--- config.mk ---
export PLATFORM = sky130hd
export DESIGN_NAME = i2s_frame_tx
export DESIGN_NICKNAME = d
export VERILOG_FILES = /design/src/rtl/i2s_ser_pkg.sv /design/src/rtl/i2s_ser_bclk.sv /design/src/rtl/i2s_ser_seq.sv /design/src/rtl/i2s_ser_pack.sv /design/src/rtl/i2s_ser_shift.sv /design/src/rtl/i2s_frame_tx.sv
export SDC_FILE = /design/constraint.sdc
export NUM_CORES = 1
export LEC_CHECK = 0
export CORE_MARGIN = 3
export CORE_UTILIZATION = 42
export DETAILED_ROUTE_END_ITERATION = 8
export PLACE_DENSITY_LB_ADDON = 0.3
export SLEW_MARGIN = 20
export SYNTH_ARGS = -nofsm -noshare
export SYNTH_HDL_FRONTEND = slang
export SYNTH_HIERARCHICAL = 1
export SYNTH_SLANG_ARGS = --single-unit
--- constraint.sdc ---
create_clock -name clk -period 3.8 [get_ports clk]
set_input_delay 0.76 -clock clk [delete_from_list [all_inputs] [get_ports clk]]
set_output_delay 0.76 -clock clk [all_outputs]
set_load 0.1 [all_outputs]
--- src/rtl/i2s_ser_pkg.sv ---
package i2s_ser_pkg;

  localparam int BYTE_BITS = 8;
  localparam int DAC_KEEP  = 8;

  typedef struct packed {
    logic       short_sync;
    logic       msb_shift;
    logic       right_first;
    logic       dac_mode;
    logic [1:0] width_sel;
  } ser_cfg_t;

  // DAC-feed mode overrides the framing bits
  function automatic ser_cfg_t effective_cfg(ser_cfg_t raw);
    ser_cfg_t e;
    e = raw;
    if (raw.dac_mode) begin
      e.short_sync  = 1'b0;
      e.msb_shift   = 1'b0;
      e.right_first = 1'b1;
    end
    return e;
  endfunction

endpackage

--- src/rtl/i2s_ser_bclk.sv ---
module i2s_ser_bclk #(
  parameter int HALF_DIV = 2
) (
  input  logic clk,
  input  logic rst_n,
  output logic bck,
  output logic tick
);
  localparam int PERIOD = 2 * HALF_DIV;
  localparam int DIV_W  = $clog2(PERIOD);
  localparam logic [DIV_W-1:0] LAST_DIV = DIV_W'(PERIOD - 1);
  localparam logic [DIV_W-1:0] HIGH_AT  = DIV_W'(HALF_DIV);

  logic [DIV_W-1:0] div_q;

  assign tick = (div_q == LAST_DIV);
  assign bck  = (div_q >= HIGH_AT);

  always_ff @(posedge clk or negedge rst_n) begin
    if (!rst_n) div_q <= '0;
    else        div_q <= tick ? '0 : div_q + 1'b1;
  end
endmodule

--- src/rtl/i2s_ser_seq.sv ---
module i2s_ser_seq #(
  parameter int SLOT_W = 32
) (
  input  logic clk,
  input  logic rst_n,
  input  logic tick,
  input  logic s_valid,
  input  logic cfg_short,
  input  logic cfg_shift,
  output logic frame_start,
  output logic ws,
  output logic frm_short,
  output logic frm_shift,
  output logic underrun
);
  localparam int FRAME_BITS = 2 * SLOT_W;
  localparam int BIT_W      = $clog2(FRAME_BITS);
  localparam logic [BIT_W-1:0] LAST_BIT  = BIT_W'(FRAME_BITS - 1);
  localparam logic [BIT_W-1:0] SLOT_EDGE = BIT_W'(SLOT_W);

  logic [BIT_W-1:0] bit_q, next_bit;
  logic             next_short, ws_next;

  assign frame_start = tick && (bit_q == LAST_BIT);
  assign next_bit    = (bit_q == LAST_BIT) ? '0 : bit_q + 1'b1;
  assign next_short  = frame_start ? cfg_short : frm_short;
  assign ws_next     = next_short ? (next_bit == '0) : (next_bit >= SLOT_EDGE);

  always_ff @(posedge clk or negedge rst_n) begin
    if (!rst_n) begin
      bit_q     <= LAST_BIT;
      ws        <= 1'b0;
      frm_short <= 1'b0;
      frm_shift <= 1'b0;
      underrun  <= 1'b0;
    end else if (tick) begin
      bit_q <= next_bit;
      ws    <= ws_next;
      if (frame_start) begin
        frm_short <= cfg_short;
        frm_shift <= cfg_shift;
        underrun  <= !s_valid;
      end
    end
  end
endmodule

--- src/rtl/i2s_ser_pack.sv ---
module i2s_ser_pack #(
  parameter int SLOT_W = 32
) (
  input  logic                  valid,
  input  logic [SLOT_W-1:0]     s_left,
  input  logic [SLOT_W-1:0]     s_right,
  input  logic [1:0]            width_sel,
  input  logic                  right_first,
  input  logic                  dac_mode,
  output logic [2*SLOT_W-1:0]   frame_bits
);
  import i2s_ser_pkg::*;
  localparam int FRAME_BITS = 2 * SLOT_W;

  // left-justify the selected-width sample inside one slot
  function automatic logic [SLOT_W-1:0] pack_slot(logic [SLOT_W-1:0] smp,
                                                  logic [1:0] wsel, logic dac);
    logic [SLOT_W-1:0] res;
    int w, keep;
    res  = '0;
    w    = (int'(wsel) + 1) * BYTE_BITS;
    if (w > SLOT_W) w = SLOT_W;
    keep = dac ? DAC_KEEP : w;
    if (keep > w) keep = w;
    for (int p = 0; p < SLOT_W; p++) begin
      if (p < keep) res[SLOT_W-1-p] = smp[w-1-p];
    end
    return res;
  endfunction

  logic [SLOT_W-1:0] chan [2];
  assign chan[0] = right_first ? s_right : s_left;
  assign chan[1] = right_first ? s_left  : s_right;

  for (genvar s = 0; s < 2; s++) begin : g_slot
    assign frame_bits[FRAME_BITS-1-s*SLOT_W -: SLOT_W] =
      valid ? pack_slot(chan[s], width_sel, dac_mode) : '0;
  end
endmodule

--- src/rtl/i2s_ser_shift.sv ---
module i2s_ser_shift #(
  parameter int SLOT_W = 32
) (
  input  logic                clk,
  input  logic                rst_n,
  input  logic                tick,
  input  logic                load,
  input  logic [2*SLOT_W-1:0] frame_bits,
  input  logic                use_shift,
  output logic                sd
);
  localparam int FRAME_BITS = 2 * SLOT_W;
  localparam int TOP        = FRAME_BITS - 1;

  logic [FRAME_BITS-1:0] sr_q;
  logic                  cur_q, prev_q;

  assign sd = use_shift ? prev_q : cur_q;

  always_ff @(posedge clk or negedge rst_n) begin
    if (!rst_n) begin
      sr_q   <= '0;
      cur_q  <= 1'b0;
      prev_q <= 1'b0;
    end else if (tick) begin
      prev_q <= cur_q;
      if (load) begin
        cur_q <= frame_bits[TOP];
        sr_q  <= {frame_bits[TOP-1:0], 1'b0};
      end else begin
        cur_q <= sr_q[TOP];
        sr_q  <= {sr_q[TOP-1:0], 1'b0};
      end
    end
  end
endmodule

--- src/rtl/i2s_frame_tx.sv ---
module i2s_frame_tx #(
  parameter int SLOT_W   = 32,
  parameter int HALF_DIV = 2
) (
  input  logic              clk,
  input  logic              rst_n,
  input  logic              s_valid,
  output logic              s_ready,
  input  logic [SLOT_W-1:0] s_left,
  input  logic [SLOT_W-1:0] s_right,
  input  logic [1:0]        cfg_width,
  input  logic              cfg_short_sync,
  input  logic              cfg_msb_shift,
  input  logic              cfg_right_first,
  input  logic              cfg_dac_mode,
  output logic              bck,
  output logic              ws,
  output logic              sd,
  output logic              underrun
);
  import i2s_ser_pkg::*;

  ser_cfg_t              cfg_raw, cfg_eff;
  logic                  tick, frame_start, frm_short, frm_shift;
  logic [2*SLOT_W-1:0]   frame_bits;

  assign cfg_raw = '{short_sync:  cfg_short_sync,
                     msb_shift:   cfg_msb_shift,
                     right_first: cfg_right_first,
                     dac_mode:    cfg_dac_mode,
                     width_sel:   cfg_width};
  assign cfg_eff = effective_cfg(cfg_raw);
  assign s_ready = frame_start;

  i2s_ser_bclk #(.HALF_DIV(HALF_DIV)) u_bclk (
    .clk(clk), .rst_n(rst_n), .bck(bck), .tick(tick)
  );

  i2s_ser_seq #(.SLOT_W(SLOT_W)) u_seq (
    .clk(clk), .rst_n(rst_n), .tick(tick), .s_valid(s_valid),
    .cfg_short(cfg_eff.short_sync), .cfg_shift(cfg_eff.msb_shift),
    .frame_start(frame_start), .ws(ws),
    .frm_short(frm_short), .frm_shift(frm_shift), .underrun(underrun)
  );

  i2s_ser_pack #(.SLOT_W(SLOT_W)) u_pack (
    .valid(s_valid), .s_left(s_left), .s_right(s_right),
    .width_sel(cfg_eff.width_sel), .right_first(cfg_eff.right_first),
    .dac_mode(cfg_eff.dac_mode), .frame_bits(frame_bits)
  );

  i2s_ser_shift #(.SLOT_W(SLOT_W)) u_shift (
    .clk(clk), .rst_n(rst_n), .tick(tick), .load(frame_start),
    .frame_bits(frame_bits), .use_shift(frm_shift), .sd(sd)
  );
endmodule

==> results.md, run 1 <==
- Required time worst endpoint: 3.04 ns
- Ports: 78
- DRT antenna net count: 0
- CTS Buf Count: 9
- CTS Sinks: 77
- Switching part of the total power: 0.2732
- Sw power: 0.5597 mW
- Postcts setup bufs: 0
- RSZ-0062 raised after global routing: no
- Number of global-route vias before repair: 4565
- Min Tclk post-route: 2.844 ns
- Top_reg_cell synth: dfrtp_1
- H-tree Lvls: 3
- Worst setup EP type: primary output
- Hold bufs inserted after CTS: 0
- XOR/XNOR Fraction of Synth Area: 0.002984
- CTS root buffer: clkbuf_16
- Lkg Pwr: 2.454 nW
- DRT Wirelength: 15.67 mm
- Comb pwr share: 0.197
- Simple-Gate Fraction of Synth Area: 0.06736
- Main combinational cell family by area after synthesis: multiplexers
- Hold slack: 0.5093 ns
- Ys async rst share: 1.000
- # DRC: 0
- Cell Int Power: 1.489 mW
- Met3 WL: 1.059 mm
- Initial detailed-routing violation count: 336
- Number of synthesized flops with an enable pin: 0
- Drt first pass iters: 6
- Register area: 1934 µm²
- Post-Synth Adder-Cell Area: 0.01066
- Peak supply drop: 0.1907 mV
- Fin util: 0.5096
- Total power: 2.049 mW
- Area of the mapped netlist: 5869 µm²
- Row cnt: 42
- Synth Area in Compound Gates: 0.1599
- Post-synthesis mux area share: 0.3494
- WL/cell: 19.39 µm
- Core area: 13450 µm²
- Synth-to-layout area growth: 16.80%
- Max layer used: met4
- Final TNS setup: 0 ns
- Worst Tran Pin Value: 0.9755 ns
- Worst-Skew Late Latency: 0.33 ns
- Clk buf depth: 2
- CP arrival: 2.08 ns
- Ant diodes: 0
- DR vias: 4734
- Die area: 15430 µm²
- Synth Area per Inst: 10.24 µm²
- Setup crit start kind: register
- Post_cts resized: 0
- CTS clk-pin slew, worst paths: 0.06 ns
- Die extent in y: 124.2 µm
- Synth warn: 6
- Fin crit share: 0.7484
- Kind of critical path: reg -> out
- Filler cells: 1206
- GPL Wtd Cong: 0.9207
- Count of different cell masters after synthesis: 42
- Commonest non-fill, non-tap cell in the layout: mux2i_1
- Grt total ovfl: 0
- Initial antenna violation count: 0
- Status: finished, final reports clean
- Wire length on met1: 6.834 mm
- Largest net degree at the start of global routing: 89
- Fraction of the yosys area taken by sequential cells: 0.3296
- Max-slew headroom: 0.3476
- PD cells: 298.9 nW/µm²
- Power share of the sequential group: 0.400
- Largest fanout on the critical path: 2
- DP HPWL: 11.27 mm
- Multi-input combinational cell area: 3485 µm²
- Share of cells above drive strength 1: 0.1915
- Cell count after synthesis: 573
- Post-synthesis register bit count: 77
- Syn nets: 651
- Die width: 124.2 µm
- Post-route clock skew: 0.008948 ns
- Via density: 5.859
- Max Cap Violations: 0
- Final net count: 705
- Max Transition Viols Final: 0
- CTS tree: yes
- Initial core utilization: 0.4363
- Met2 wire len: 7.167 mm
- Input/output buffers: 77
- First-pass GRT wire length: 24.70 mm
- Fmax: 0.3516 GHz
- Final setup fails: 0
- Clk network pwr share: 0.403
- Final hold vios: 0
- Most frequent cells in the layout: mux2i_1 (127), clkdlybuf4s50_1 (74), dfrtp_1 (71)
- Gr usage total: 0.1971
- Hold Path Class: in -> async
[layer usage]
layer / vias to the layer above / global-route usage
met5: - / 0
met4: 0 / 0.08511
met3: 30 / 0.04210
met2: 181 / 0.3133
met1: 2242 / 0.2594
li1: 2281 / -
[area by class of cell]
type                    count  share of cell area
well taps                 176             0.03212
inverters                   7            0.003833
clock buffers              10             0.03486
multi-input cells         440              0.5083
clock inverters             6            0.007666
flip-flops and latches     77              0.2822
repair buffers             92              0.1310
[power groups by stage]
stage	combinational, mW	clock (mW)	sequential, mW
global placement	0.391	0	0.835
global route	0.432	0.884	0.819
finish	0.404	0.825	0.820
floorplan	0.261	0	0.835
detailed placement	0.399	0	0.835
CTS	0.401	0.846	0.820
[Yosys cell counts, types with 2 or more instances]
cell type  count  share of area
a21oi_1       66          0.056
and2b_2        2         0.0030
buf_12         4          0.014
buf_2         15          0.013
buf_6         14          0.027
buf_8          6          0.015
clkbuf_1       8         0.0051
dfrtp_1       71           0.30
dfstp_2        6          0.027
ha_1           5          0.011
inv_1          7         0.0045
mux2_2        68           0.13
mux2i_1      127           0.22
nand2_1        6         0.0038
nand3_1        4         0.0034
nor2_1        68          0.043
o21ai_0        6         0.0051
o22ai_1       32          0.034
o31ai_1        2         0.0026
o32ai_1       32          0.048
or2_1          2         0.0021
xnor2_1        2         0.0030
[sequential cells by signal, summed over array words and instances (netlist names)]
| signal | cells |
|---|---|
| u_shift/prev_q | 1 |
| u_seq/underrun | 1 |
| u_bclk/div_q | 2 |
| u_shift/sr_q | 63 |
| u_seq/ws | 1 |
| u_seq/frm_shift | 1 |
| u_shift/cur_q | 1 |
| u_seq/bit_q | 6 |
| u_seq/frm_short | 1 |
[logic make-up (layout without fill, tap and decap cells)]
kind of cell	Yosys count	after routing
mux	196	196
compound gates	146	146
simple gates	91	91
flops	77	77
buf+inv	56	115
fa+ha+maj	5	5
xor+xnor	2	2
[path summary, 6_finish.rpt]
| check | from | end | slack [ns] | cells after the start |
|---|---|---|---|---|
| max reg2reg | u_seq/bit_q[0]$_DFFE_PN1P_ | u_shift/sr_q[31]$_DFFE_PN0P_ | 1.30 | 6 |
| min reg2reg | u_bclk/div_q[0]$_DFF_PN0_ | u_bclk/div_q[0]$_DFF_PN0_ | 0.52 | 1 |
| max | u_seq/frm_shift$_DFFE_PN0P_ | sd | 0.96 | 2 |
| min in group clk | u_bclk/div_q[0]$_DFF_PN0_ | u_bclk/div_q[0]$_DFF_PN0_ | 0.52 | 1 |
| max in group asynchronous | rst_n | u_seq/bit_q[5]$_DFFE_PN1P_ | 2.39 | 2 |
| min | rst_n | u_shift/sr_q[21]$_DFFE_PN0P_ | 0.51 | 1 |
[critical path: stages (launching register included)]
cell             delay, ns
dfrtp_1               0.38
mux2_2                0.23
clkdlybuf4s50_1       1.13
[stage by stage]
step           setup WS (ns)  instances  instance area, µm²
6_report              0.9561        808                6855
5_1_grt               0.8063        808                6855
4_1_cts               0.9422        808                6855
3_5_place_dp          0.6287        792                6564
3_3_place_gp          0.6906        792                6564
2_1_floorplan         0.6619        573                5869
(Power assumes the default switching activity.)
==> inputs of run 2 (changes only) <==
Clock period 3.8 ns to 2.6 ns, I/O delays scaled along.
==> results.md, run 2 (synthesis results as in run 1) <==
- Status: finished, final reports clean
- Required time worst endpoint: 2.79 ns
- CP arrival: 2.68 ns
- Synth-to-layout area growth: 24.49%
- CTS tree: yes
- Peak supply drop: 0.3683 mV
- # DRC: 0
- Largest fanout on the critical path: 32
- Final setup fails: 0
- CTS Buf Count: 9
- Input/output buffers: 77
- Final hold vios: 0
- RSZ-0062 raised after global routing: no
- Fin crit share: 0.9557
- Pre-CTS setup slack: -0.2979 ns
- Initial detailed-routing violation count: 418
- Origin of the worst setup path: cfg_width[0]
- DRT Wirelength: 16.12 mm
- Largest regs: u_shift/sr_q: 63 flops, u_seq/bit_q: 6 flops, u_bclk/div_q: 2 flops
- Biggest register: u_shift/sr_q
- DP HPWL: 12.11 mm
- Grt total ovfl: 0
- GPL Wtd Cong: 0.8785
- Reg-to-Reg Start: u_seq/bit_q[0]$_DFFE_PN1P_
- Via density: 5.839
- Ports: 78
- Worst-Skew Late Latency: 0.35 ns
- Initial antenna violation count: 0
- Initial core utilization: 0.4363
- DR vias: 4946
- Min Tclk post-route: 2.485 ns
- Gr usage total: 0.2059
- Final cell count without fillers: 847
- Setup crit start kind: input port
- Share of cells above drive strength 1: 0.2459
- WL/cell: 19.03 µm
- Lkg Pwr: 2.707 nW
- Max reg flops: 63
- Worst setup EP type: register
- Max Cap Violations: 0
- Ant diodes: 0
- CTS clk-pin slew, worst paths: 0.05 ns
- Worst Tran Pin Value: 0.6793 ns
- Hold Path Class: in -> async
- Kind of critical path: in -> reg
- CTS Sinks: 77
- Placed inst area: 7004 µm²
- Max-slew headroom: 0.5471
- Post-route setup slack: 0.1152 ns
- Post_cts resized: 0
- Number of global-route vias before repair: 4890
- Post-route clock skew: 0.007164 ns
- Row cnt: 42
- First-pass GRT wire length: 25.76 mm
- Final instance area: 7307 µm²
- Final net count: 746
- DRT antenna net count: 0
- Hold bufs inserted after CTS: 0
- Core area: 13450 µm²
- Largest net degree at the start of global routing: 75
- Drt first pass iters: 5
- H-tree Lvls: 3
- Die width: 124.2 µm
- PD cells: 428.3 nW/µm²
- CTS root buffer: clkbuf_16
- # placed instances: 833
- Commonest non-fill, non-tap cell in the layout: mux2i_1
- Max Transition Viols Final: 0
- Die extent in y: 124.2 µm
- Clk buf depth: 2
- Die area: 15430 µm²
- Most frequent cells in the layout: mux2i_1 (126), clkdlybuf4s50_1 (71), dfrtp_1 (71)
- Fmax: 0.4024 GHz
- Postcts setup bufs: 0
- Total power: 3.130 mW
-- run 2: worst paths after layout --
path                       cells past startpoint  slack [ns]                            to
max in group asynchronous                      2        1.70    u_seq/bit_q[5]$_DFFE_PN1P_
min reg2reg                                    1        0.50    u_shift/prev_q$_DFFE_PN0P_
min in group clk                               1        0.50    u_shift/prev_q$_DFFE_PN0P_
max reg2reg                                    7        0.26  u_shift/sr_q[43]$_DFFE_PN0P_
min                                            1        0.15   u_shift/sr_q[5]$_DFFE_PN0P_
max                                            9        0.12  u_shift/sr_q[60]$_DFFE_PN0P_
-- run 2: critical path: stages --
cell,delay [ns]
clkdlybuf4s50_1,0.47
ha_1,0.27
nor2_4,0.26
buf_12,0.26
buf_4,0.15
mux2i_1,0.30
o32ai_1,0.12
mux2i_1,0.20
a21oi_1,0.09
-- run 2: per-stage QoR --
| step | setup TNS [ns] | util | hold WS, ns |
|---|---|---|---|
| after floorplan | 0 | - | 0.2244 |
| after global placement | -5.465 | 0.5206 | 0.4842 |
| after detailed placement | -8.370 | 0.5206 | 0.4928 |
| after CTS | 0 | 0.5421 | 0.1644 |
| after global routing | 0 | 0.5432 | 0.1841 |
| final | 0 | 0.5432 | 0.1508 |
-- run 2: final cells by class --
cell class	instances	area [µm²]
clock inverter	4	50.05
multi-input combinational	440	3498
sequential	77	1934
fill	1200	6146
clock buffer	10	239.0
tap	176	220.2
timing repair buffer	133	1339
inverter	7	26.28
-- run 2: per-layer routing --
metal | up-vias | track usage | part of all wire
li1 | 2362 | - | -
met1 | 2375 | 0.2891 | 0.47
met2 | 187 | 0.3225 | 0.46
met3 | 22 | 0.03952 | 0.062
met4 | 0 | 0.06190 | 0.015
met5 | - | 0 | 0
-- run 2: power by group --
| part | internal (mW) | leakage (nW) | switching (mW) |
|---|---|---|---|
| combinational | 0.358 | 1.81 | 0.329 |
| sequential | 1.20 | 0.763 | 0 |
| clock | 0.756 | 0.136 | 0.488 |
